===== config.mk =====
export PLATFORM = sky130hd
export DESIGN_NAME = cmd_ring_parser
export DESIGN_NICKNAME = d
export VERILOG_FILES = /design/src/rtl/cmd_ring_pkg.sv /design/src/rtl/crp_ring_mem.sv /design/src/rtl/crp_hdr_decode.sv /design/src/rtl/cmd_ring_parser.sv
export SDC_FILE = /design/constraint.sdc
export NUM_CORES = 2
export LEC_CHECK = 0
export BUFFER_PORTS_ARGS = -buffer_cell sky130_fd_sc_hd__buf_4
export CAP_MARGIN = 0
export CORE_UTILIZATION = 28
export DETAILED_ROUTE_END_ITERATION = 12
export PLACE_DENSITY = 0.38
export SYNTH_ARGS = -nofsm -noshare
export SYNTH_HDL_FRONTEND = slang
export SYNTH_SLANG_ARGS = --single-unit

===== constraint.sdc =====
create_clock -name clk -period 5.97 [get_ports clk]
set_clock_uncertainty 0.2 [all_clocks]
set_input_delay 0 -clock clk [delete_from_list [all_inputs] [get_ports clk]]
set_output_delay 0 -clock clk [all_outputs]
set_load 0.03 [all_outputs]

===== src/rtl/cmd_ring_pkg.sv =====
package cmd_ring_pkg;
    typedef enum logic [2:0] {
        S_IDLE,
        S_RD_HDR,
        S_RD_PAY,
        S_OFFER,
        S_ERROR
    } parse_state_t;

    typedef enum logic [1:0] {
        HK_PKT,
        HK_FILL,
        HK_BAD
    } hdr_kind_t;

    localparam int WORD_W = 32;
    localparam int OPC_W  = 8;
    localparam int LEN_W  = 15;
endpackage


===== src/rtl/crp_ring_mem.sv =====
module crp_ring_mem #(
    parameter int DEPTH = 64,
    parameter int AW    = $clog2(DEPTH)
) (
    input  logic                           clk,
    input  logic                           we,
    input  logic [AW-1:0]                  waddr,
    input  logic [cmd_ring_pkg::WORD_W-1:0] wdata,
    input  logic [AW-1:0]                  raddr,
    output logic [cmd_ring_pkg::WORD_W-1:0] rdata
);
    logic [cmd_ring_pkg::WORD_W-1:0] store [DEPTH];

    // Synchronous read; a write to the same word in the same cycle returns the old word.
    always_ff @(posedge clk) begin
        if (we) begin
            store[waddr] <= wdata;
        end
        rdata <= store[raddr];
    end
endmodule


===== src/rtl/crp_hdr_decode.sv =====
module crp_hdr_decode
    import cmd_ring_pkg::*;
(
    input  logic [WORD_W-1:0] word,
    output hdr_kind_t         kind,
    output logic [OPC_W-1:0]  opcode,
    output logic [LEN_W-1:0]  len
);
    always_comb begin
        unique case (word[31:30])
            2'b11:   kind = HK_PKT;
            2'b10:   kind = HK_FILL;
            default: kind = HK_BAD;
        endcase
        opcode = word[15:8];
        len    = {1'b0, word[29:16]} + LEN_W'(2);
    end
endmodule


===== src/rtl/cmd_ring_parser.sv =====
module cmd_ring_parser
    import cmd_ring_pkg::*;
#(
    parameter int         DEPTH      = 64,
    parameter int         AW         = $clog2(DEPTH),
    parameter int         RING_BASE  = 8,
    parameter int         RING_SIZE  = 48,
    parameter int         PTR_W      = 16,
    parameter logic [7:0] IND_OPCODE = 8'h32
) (
    input  logic              clk,
    input  logic              rst_n,
    input  logic              ring_we,
    input  logic [AW-1:0]     ring_waddr,
    input  logic [31:0]       ring_wdata,
    input  logic              wp_load,
    input  logic [PTR_W-1:0]  wp_value,
    output logic              pkt_valid,
    input  logic              pkt_ready,
    output logic [7:0]        pkt_opcode,
    output logic [14:0]       pkt_len,
    output logic [31:0]       pkt_header,
    output logic [31:0]       pkt_payload,
    output logic [PTR_W-1:0]  rd_ptr,
    output logic              ring_empty,
    output logic              hdr_error
);
    localparam logic [PTR_W-1:0] BASE_P  = PTR_W'(RING_BASE);
    localparam logic [PTR_W-1:0] LIMIT_P = PTR_W'(RING_BASE + RING_SIZE);

    parse_state_t      state_q, state_d;
    logic [PTR_W-1:0]  rptr_q, rptr_d, wptr_q, rptr_p1;
    logic [WORD_W-1:0] hdr_q, hdr_d, pay_q, pay_d, rd_q;
    logic [OPC_W-1:0]  op_q, op_d, dec_op;
    logic [LEN_W-1:0]  len_q, len_d, dec_len;
    logic              hold_q, hold_d, set_hold;
    logic [AW-1:0]     rd_addr;
    hdr_kind_t         kind;

    assign rptr_p1 = rptr_q + PTR_W'(1);

    always_comb begin
        rd_addr = (state_q == S_IDLE) ? rptr_q[AW-1:0] : rptr_p1[AW-1:0];
    end

    crp_ring_mem #(.DEPTH(DEPTH), .AW(AW)) u_mem (
        .clk   (clk),
        .we    (ring_we),
        .waddr (ring_waddr),
        .wdata (ring_wdata),
        .raddr (rd_addr),
        .rdata (rd_q)
    );

    crp_hdr_decode u_dec (
        .word   (rd_q),
        .kind   (kind),
        .opcode (dec_op),
        .len    (dec_len)
    );

    // Next-state and datapath selection.
    always_comb begin
        state_d  = state_q;
        rptr_d   = rptr_q;
        hdr_d    = hdr_q;
        pay_d    = pay_q;
        op_d     = op_q;
        len_d    = len_q;
        set_hold = 1'b0;
        unique case (state_q)
            S_IDLE: begin
                if (rptr_q >= LIMIT_P) begin
                    rptr_d = BASE_P;
                end else if (rptr_q != wptr_q && !hold_q) begin
                    state_d = S_RD_HDR;
                end
            end
            S_RD_HDR: begin
                unique case (kind)
                    HK_PKT: begin
                        hdr_d   = rd_q;
                        op_d    = dec_op;
                        len_d   = dec_len;
                        state_d = S_RD_PAY;
                    end
                    HK_FILL: begin
                        rptr_d  = rptr_p1;
                        state_d = S_IDLE;
                    end
                    default: state_d = S_ERROR;
                endcase
            end
            S_RD_PAY: begin
                pay_d   = rd_q;
                state_d = S_OFFER;
            end
            S_OFFER: begin
                if (pkt_ready) begin
                    rptr_d   = rptr_q + PTR_W'(len_q);
                    set_hold = (op_q == IND_OPCODE);
                    state_d  = S_IDLE;
                end
            end
            S_ERROR: state_d = S_ERROR;
        endcase
    end

    // A pointer load takes priority over a park request in the same cycle.
    assign hold_d = wp_load ? 1'b0 : (set_hold ? 1'b1 : hold_q);

    // State register.
    always_ff @(posedge clk or negedge rst_n) begin
        if (!rst_n) begin
            state_q <= S_IDLE;
            rptr_q  <= BASE_P;
            wptr_q  <= BASE_P;
            hdr_q   <= '0;
            pay_q   <= '0;
            op_q    <= '0;
            len_q   <= '0;
            hold_q  <= 1'b0;
        end else begin
            state_q <= state_d;
            rptr_q  <= rptr_d;
            hdr_q   <= hdr_d;
            pay_q   <= pay_d;
            op_q    <= op_d;
            len_q   <= len_d;
            hold_q  <= hold_d;
            if (wp_load) begin
                wptr_q <= wp_value;
            end
        end
    end

    // Outputs.
    always_comb begin
        pkt_valid   = (state_q == S_OFFER);
        pkt_opcode  = op_q;
        pkt_len     = len_q;
        pkt_header  = hdr_q;
        pkt_payload = pay_q;
        rd_ptr      = rptr_q;
        ring_empty  = (rptr_q == wptr_q);
        hdr_error   = (state_q == S_ERROR);
    end


    stall_hold_chk: assert property (@(posedge clk) disable iff (!rst_n)
        (pkt_valid && !pkt_ready) |=> (pkt_valid && $stable(rd_ptr) && $stable(pkt_header)));


    advance_chk: assert property (@(posedge clk) disable iff (!rst_n)
        (pkt_valid && pkt_ready) |=> (rd_ptr == $past(rd_ptr) + PTR_W'($past(pkt_len))));


    err_sticky_chk: assert property (@(posedge clk) disable iff (!rst_n)
        hdr_error |=> (hdr_error && $stable(rd_ptr)));


    hdr_in_ring_chk: assert property (@(posedge clk) disable iff (!rst_n)
        (state_q == S_RD_HDR) |-> (rptr_q >= BASE_P && rptr_q < LIMIT_P));


    filler_step_chk: assert property (@(posedge clk) disable iff (!rst_n)
        (state_q == S_RD_HDR && rd_q[31:30] == 2'b10) |=> (rptr_q == $past(rptr_q) + PTR_W'(1) && !pkt_valid));


    park_chk: assert property (@(posedge clk) disable iff (!rst_n)
        (hold_q && state_q == S_IDLE) |=> (state_q == S_IDLE));
endmodule


== Word level (Yosys, flattened, before mapping) ==
Memories as Yosys holds them, arrays and structs flattened. A register that Yosys moved wholly into a read port is not among the register bits.
Cells that the tools add are included.

* Memories kept: 1
* Flip-flop bits (word level): 123
* Memory bits (writable): 2,048
* Logic and storage cells: 54
* Input port bits: 59

{| class="wikitable"
|+ Memories
! name !! depth !! bits a word !! read ports !! clocked after Yosys merged registers in !! wr ports !! line !! source
|-
| u_mem.store || 64 || 32 || 1 || 1 || 1 || crp_ring_mem.sv:12 || <nowiki>logic [cmd_ring_pkg::WORD_W-1:0] store [DEPTH];</nowiki>
|}

* Order comparisons: 1
* Add/subtract/negate cells: 3
* Multiplexer cells: 17
* Equal/unequal tests: 15
* Reduce and logical (&&, ||, !) cells: 9

{| class="wikitable"
|+ Operators by type and width
! kind !! number
|-
| two-way mux 16 bit || 3
|-
| case mux 16 bit (3 select lines) || 1
|-
| adder 16 x 1 -> 16 bit (second input constant) || 1
|-
| adder 16 x 15 -> 16 bit || 1
|-
| == test 16 bit || 1
|-
| >= comparator 16 x 6 -> 1 bit (second input constant) || 1
|-
| != test 16 bit || 1
|-
| adder 14 x 2 -> 15 bit (second input constant) || 1
|-
| case mux 3 bit (5 select lines) || 1
|-
| two-way mux 3 bit || 3
|-
| == test 8 x 6 -> 1 bit (second input constant) || 1
|-
| == test 3 x 2 -> 1 bit (second input constant) || 2
|-
| two-way mux 1 bit || 6
|-
| two-way mux 6 bit || 1
|-
| != test 2 x 1 -> 1 bit (second input constant) || 3
|-
| case mux 3 bit (2 select lines) || 1
|-
| == test 2 bit (second input constant) || 2
|-
| != test 2 bit (second input constant) || 2
|-
| case mux 2 bit (2 select lines) || 1
|-
| AND reduction 4 bit || 1
|-
| == test 3 x 1 -> 1 bit (second input constant) || 1
|-
| == test 3 bit (second input constant) || 1
|-
| logical NOT 3 bit || 1
|-
| AND reduction 3 bit || 1
|-
| 7 further kinds || 7
|}

== Depth between registers and ports, before layout ==
* Depth after elaboration: 5
* Depth in mapped cells: 16

== Hierarchy ==
Synthesis repeated with hierarchy kept, for this count alone.

* Cells, all modules: 3,868
* Area total of the unflattened synthesis: 85,009.0 um^2

{| class="wikitable"
|+ By module, submodules not included
! module !! area an instance (um^2) !! times used !! cells each
|-
| crp_ring_mem || 78,515.3 || 1 || 3,324
|-
| cmd_ring_parser || 6,160.9 || 1 || 499
|-
| crp_hdr_decode || 332.8 || 1 || 45
|}

== Least setup slack after synthesis ==
Ideal clock, no wire load.

* Path type: register -> register
* Start: register rptr_q[0], in the netlist rd_ptr[0]
* End: register u_mem.rdata[8] (netlist name), read port of u_mem.store
* Cell stages (with the launch flop): 17
* Slack: 2.287 ns
* Arrival time: 3.366 ns
* Required time: 5.653 ns
* Library setup time: 0.117 ns
* Cell sequence: dfrtp_1 -> inv_1 -> clkbuf_1 -> clkbuf_1 -> buf_1 -> ha_1 -> buf_2 -> buf_2 -> clkbuf_1 -> mux2i_1 -> nand2_1 -> o311ai_0 -> o21ai_0 -> a31oi_1 -> o21ai_0 -> nor2_1 -> nor3_2

* Cells in the longest elaborated chain, start to end: 2

{| class="wikitable"
|+ RTL lines
! what !! line !! source
|-
| start: declaration || cmd_ring_parser.sv:32 || <nowiki>logic [PTR_W-1:0] rptr_q, rptr_d, wptr_q, rptr_p1;</nowiki>
|-
| start signal: assignment || cmd_ring_parser.sv:125 || <nowiki>rptr_q <= rptr_d;</nowiki>
|-
| adder 16 x 1 -> 16 bit || cmd_ring_parser.sv:40 || <nowiki>assign rptr_p1 = rptr_q + PTR_W'(1);</nowiki>
|-
| two-way mux 6 bit (*) || cmd_ring_parser.sv:43 || <nowiki>rd_addr = (state_q == S_IDLE) ? rptr_q[AW-1:0] : rptr_p1[AW-1:0];</nowiki>
|-
| end: declaration || crp_ring_mem.sv:10 || <nowiki>output logic [cmd_ring_pkg::WORD_W-1:0] rdata</nowiki>
|}

Every way passes the cells marked *; elsewhere a longest branch is shown, timed or not.
A chain may end at the register's enable or synchronous reset.

== Worst setup path in the final report ==
* Start: register state_q[1]
* End: register u_mem.rdata[27] (netlist name), read port of u_mem.store

* Cells in the longest elaborated chain, start to end: 2

{| class="wikitable"
|+ RTL lines
! what !! line !! source
|-
| start: declaration || cmd_ring_parser.sv:31 || <nowiki>parse_state_t state_q, state_d;</nowiki>
|-
| start signal: assignment || cmd_ring_parser.sv:124 || <nowiki>state_q <= state_d;</nowiki>
|-
| logical NOT 3 bit || cmd_ring_parser.sv:43 ||
|-
| two-way mux 6 bit || cmd_ring_parser.sv:43 ||
|}

Every way passes these cells.

==> results.md <==
* Status: finished clean
* Clock sinks at 2194
* WHS Path Cells at 2
* Initial antenna violation count at 27
* Ranking of synthesized cells by area: edfxtp_1, o221ai_1, o22ai_1
* Final instance area at 108000 µm²
* Startpoint Class: register
* Post-synth EDFFs at 2048
* Final core occ at 33.1%
* Hold Crit Endpoint: u_mem.store[56][20]
* Max-slew violation count at 0
* Antenna viol nets, final at 0
* Vias at 65100
* Area delta synth->final at 17.6%
* Die span in x at 576 µm
* Synth top area share at 66.7%
* Power per Cell Area at 513 nW/µm²
* Part of the cycle the worst path needs at 87.9%
* GRT overflow at 0
* Starting Density at 28.1%
* Synth Instances at 6459
* WS Path Type: reg -> reg
* Crit-path max FO at 69
* # port buffers at 164
* Sequential-to-total area share from yosys stat at 70.5%
* Placement Rows at 210
* Final setup fails at 0
* Distinct cells, synth at 71
* Pre-CTS WS at 0.829 ns
* RSZ-0062 raised after global routing: false
* Final setup margin at 0.724 ns
* R2R Setup Slk at 0.72 ns
* Most common cell after layout, fill and taps aside: edfxtp_1
* Total GRT Usage at 22.0%
* Post-Place Cell Area at 99400 µm²
* Worst Hold Class: in -> reg
* Clk buf depth at 4
* Met3 global-route usage at 2.74%
* Hold Vio Cnt, Final at 0
* First-pass iteration count of the detailed router at 6
* Chip height at 576 µm
* CTS Root Buffer Type: clkbuf_16
* Share of cells above drive strength 1 at 15.4%
* Data arrival time of the critical path at 5.76 ns
* DIE AREA at 331000 µm²
* # H-tree levels at 5
* Hold Crit Start: ring_wdata[20]
* Clock period minus worst slack at 5.25 ns
* Cts bufs inserted at 262
* CP Capture Type: register
* Number of global-route vias before repair at 62800
* # IOs at 165
* Worst Max-Slew Pin Slew at 1.40 ns
* Ys Warns at 0
* Filler instances at 31900
* Primary FF master, synth: edfxtp_1
* Relative slew slack at 5.92%
* Worst-skew pair later-pin latency at 0.89 ns
* Core Box Area at 327000 µm²
* Routability cong. at 0.776
* Yosys reg bits at 2194
* Most used routing layer: met2
* DRC viols at 0
* Mapped Area at 92200 µm²
* Dpl hpwl at 209 mm
* Hold-fix buffers, CTS at 103
* Post-Place Cells at 10600
* Req. time, crit path at 6.48 ns
* Worst R2R Start: state_q[1]
* CTS resizes at 0
* Syn Nets at 6537
* Worst vdd ir at 0.000405 V
* Highest-count cells in the layout ignoring fill and taps: edfxtp_1, o22ai_1, o221ai_1
* GR Util met1 at 30.9%
* Leak pwr at 33.0 nW
* First-pass GRT wire length at 518 mm
* Tot Pwr at 55.6 mW
* Synth async-reset ratio at 5.20%
* Fmax at 0.191 GHz
* Largest net degree at the start of global routing at 126
* Setup TNS at 0 ns
* DRT iter0 DRCs at 6752
* Largest area contributor in the synthesized netlist: edfxtp_1
* Worst hold margin at 0.0778 ns
* Post-CTS Setup Inserts at 0
* Drt total wl at 376 mm
* Met2 GRT Util at 36.0%
* Final std cells w/o fill at 11200
* Synthesized area per cell at 14.3 µm²
* Max Cap Viol at 0
* Clock transition at path regs at 0.06 ns
* Vias/cell at 5.82
* Reg2reg path depth at 11
* Routed len/inst at 33.6 µm
* Reg2reg end: u_mem.rdata[27]
* Nets at 6720
* CTS tree: built
[Yosys cell counts, types with 11 or more instances]
cell type / n
o22ai_1: 892
a21oi_1: 19
nand2b_1: 11
a31oi_1: 161
clkbuf_1: 351
nor2_1: 209
o21ai_0: 555
nand2_1: 260
edfxtp_1: 2048
o21ai_1: 32
o211ai_1: 32
mux2i_1: 105
buf_4: 31
nor3_1: 163
nand3_1: 19
xnor2_1: 31
mux2_2: 173
o221ai_1: 644
buf_1: 42
ha_1: 18
dfxtp_1: 32
a211oi_1: 34
dfrtp_1: 112
o22a_1: 62
o311ai_0: 93
buf_2: 187
[registers in the layout (all words and copies together), names as in the netlist]
name and cells:
hold_q 1, pkt_header 32, pkt_len 14, pkt_payload 32, rd_ptr 16, state_q 3
u_mem.rdata 32, u_mem.store 2048, wptr_q 16
[critical path, cell delays in order (launching register included)]
cell	delay, ns
dfrtp_1	0.56
or3_4	0.70
buf_12	0.33
nand2b_4	0.41
buf_12	0.31
buf_4	0.26
o22ai_1	0.09
o21ai_0	0.16
o221ai_1	0.13
o21ai_0	0.84
o21ai_1	0.53
nor3_1	0.46
[logic make-up after synthesis]
| group | Yosys count | synth area share (%) |
|---|---|---|
| adders and majority gates | 19 | 0.266 |
| DFF | 2194 | 70.5 |
| muxes | 279 | 3.28 |
| and+or+nand+nor | 731 | 3.53 |
| xor gates and xnor gates | 41 | 0.390 |
| AOI/OAI and AO/OA | 2565 | 19.0 |
| buffers and inverters | 630 | 3.03 |
[power breakdown]
part / switching (mW) / internal (mW)
clock network: 6.56 / 8.66
registers: 0.834 / 17.4
logic: 15.3 / 6.83
total: 22.7 / 32.9
[area by class of cell]
type	instances	area, µm²	area share, %
clock inverters	110	811	0.748
inverters	9	43.8	0.0404
diodes	9	22.5	0.0208
multi-input cells	3635	25000	23.1
flip-flops and latches	2194	65000	60.0
well taps	4346	5440	5.02
repair buffers	540	4970	4.58
clock buffers	344	7110	6.56
[how the worst max path moves through the flow]
stage / start / slack, ns / endpoint / cells past startpoint
after floorplan: rd_ptr[0] / 2.29 / u_mem.rdata[8] / 16
after global placement: state_q[1] / 0.88 / u_mem.rdata[26] / 10
after detailed placement: state_q[1] / 0.83 / u_mem.rdata[26] / 10
after CTS: state_q[1] / 0.81 / u_mem.rdata[26] / 10
after global routing: state_q[1] / 0.61 / u_mem.rdata[3] / 12
final: state_q[1] / 0.72 / u_mem.rdata[27] / 11
[layer usage]
metal,vias to the layer above,part of all wire [%]
li1,27500,-
met1,34600,45
met2,2479,47
met3,476,5.8
met4,10,2.4
met5,-,0.017
Note: power is estimated with default switching activity, not from simulation.
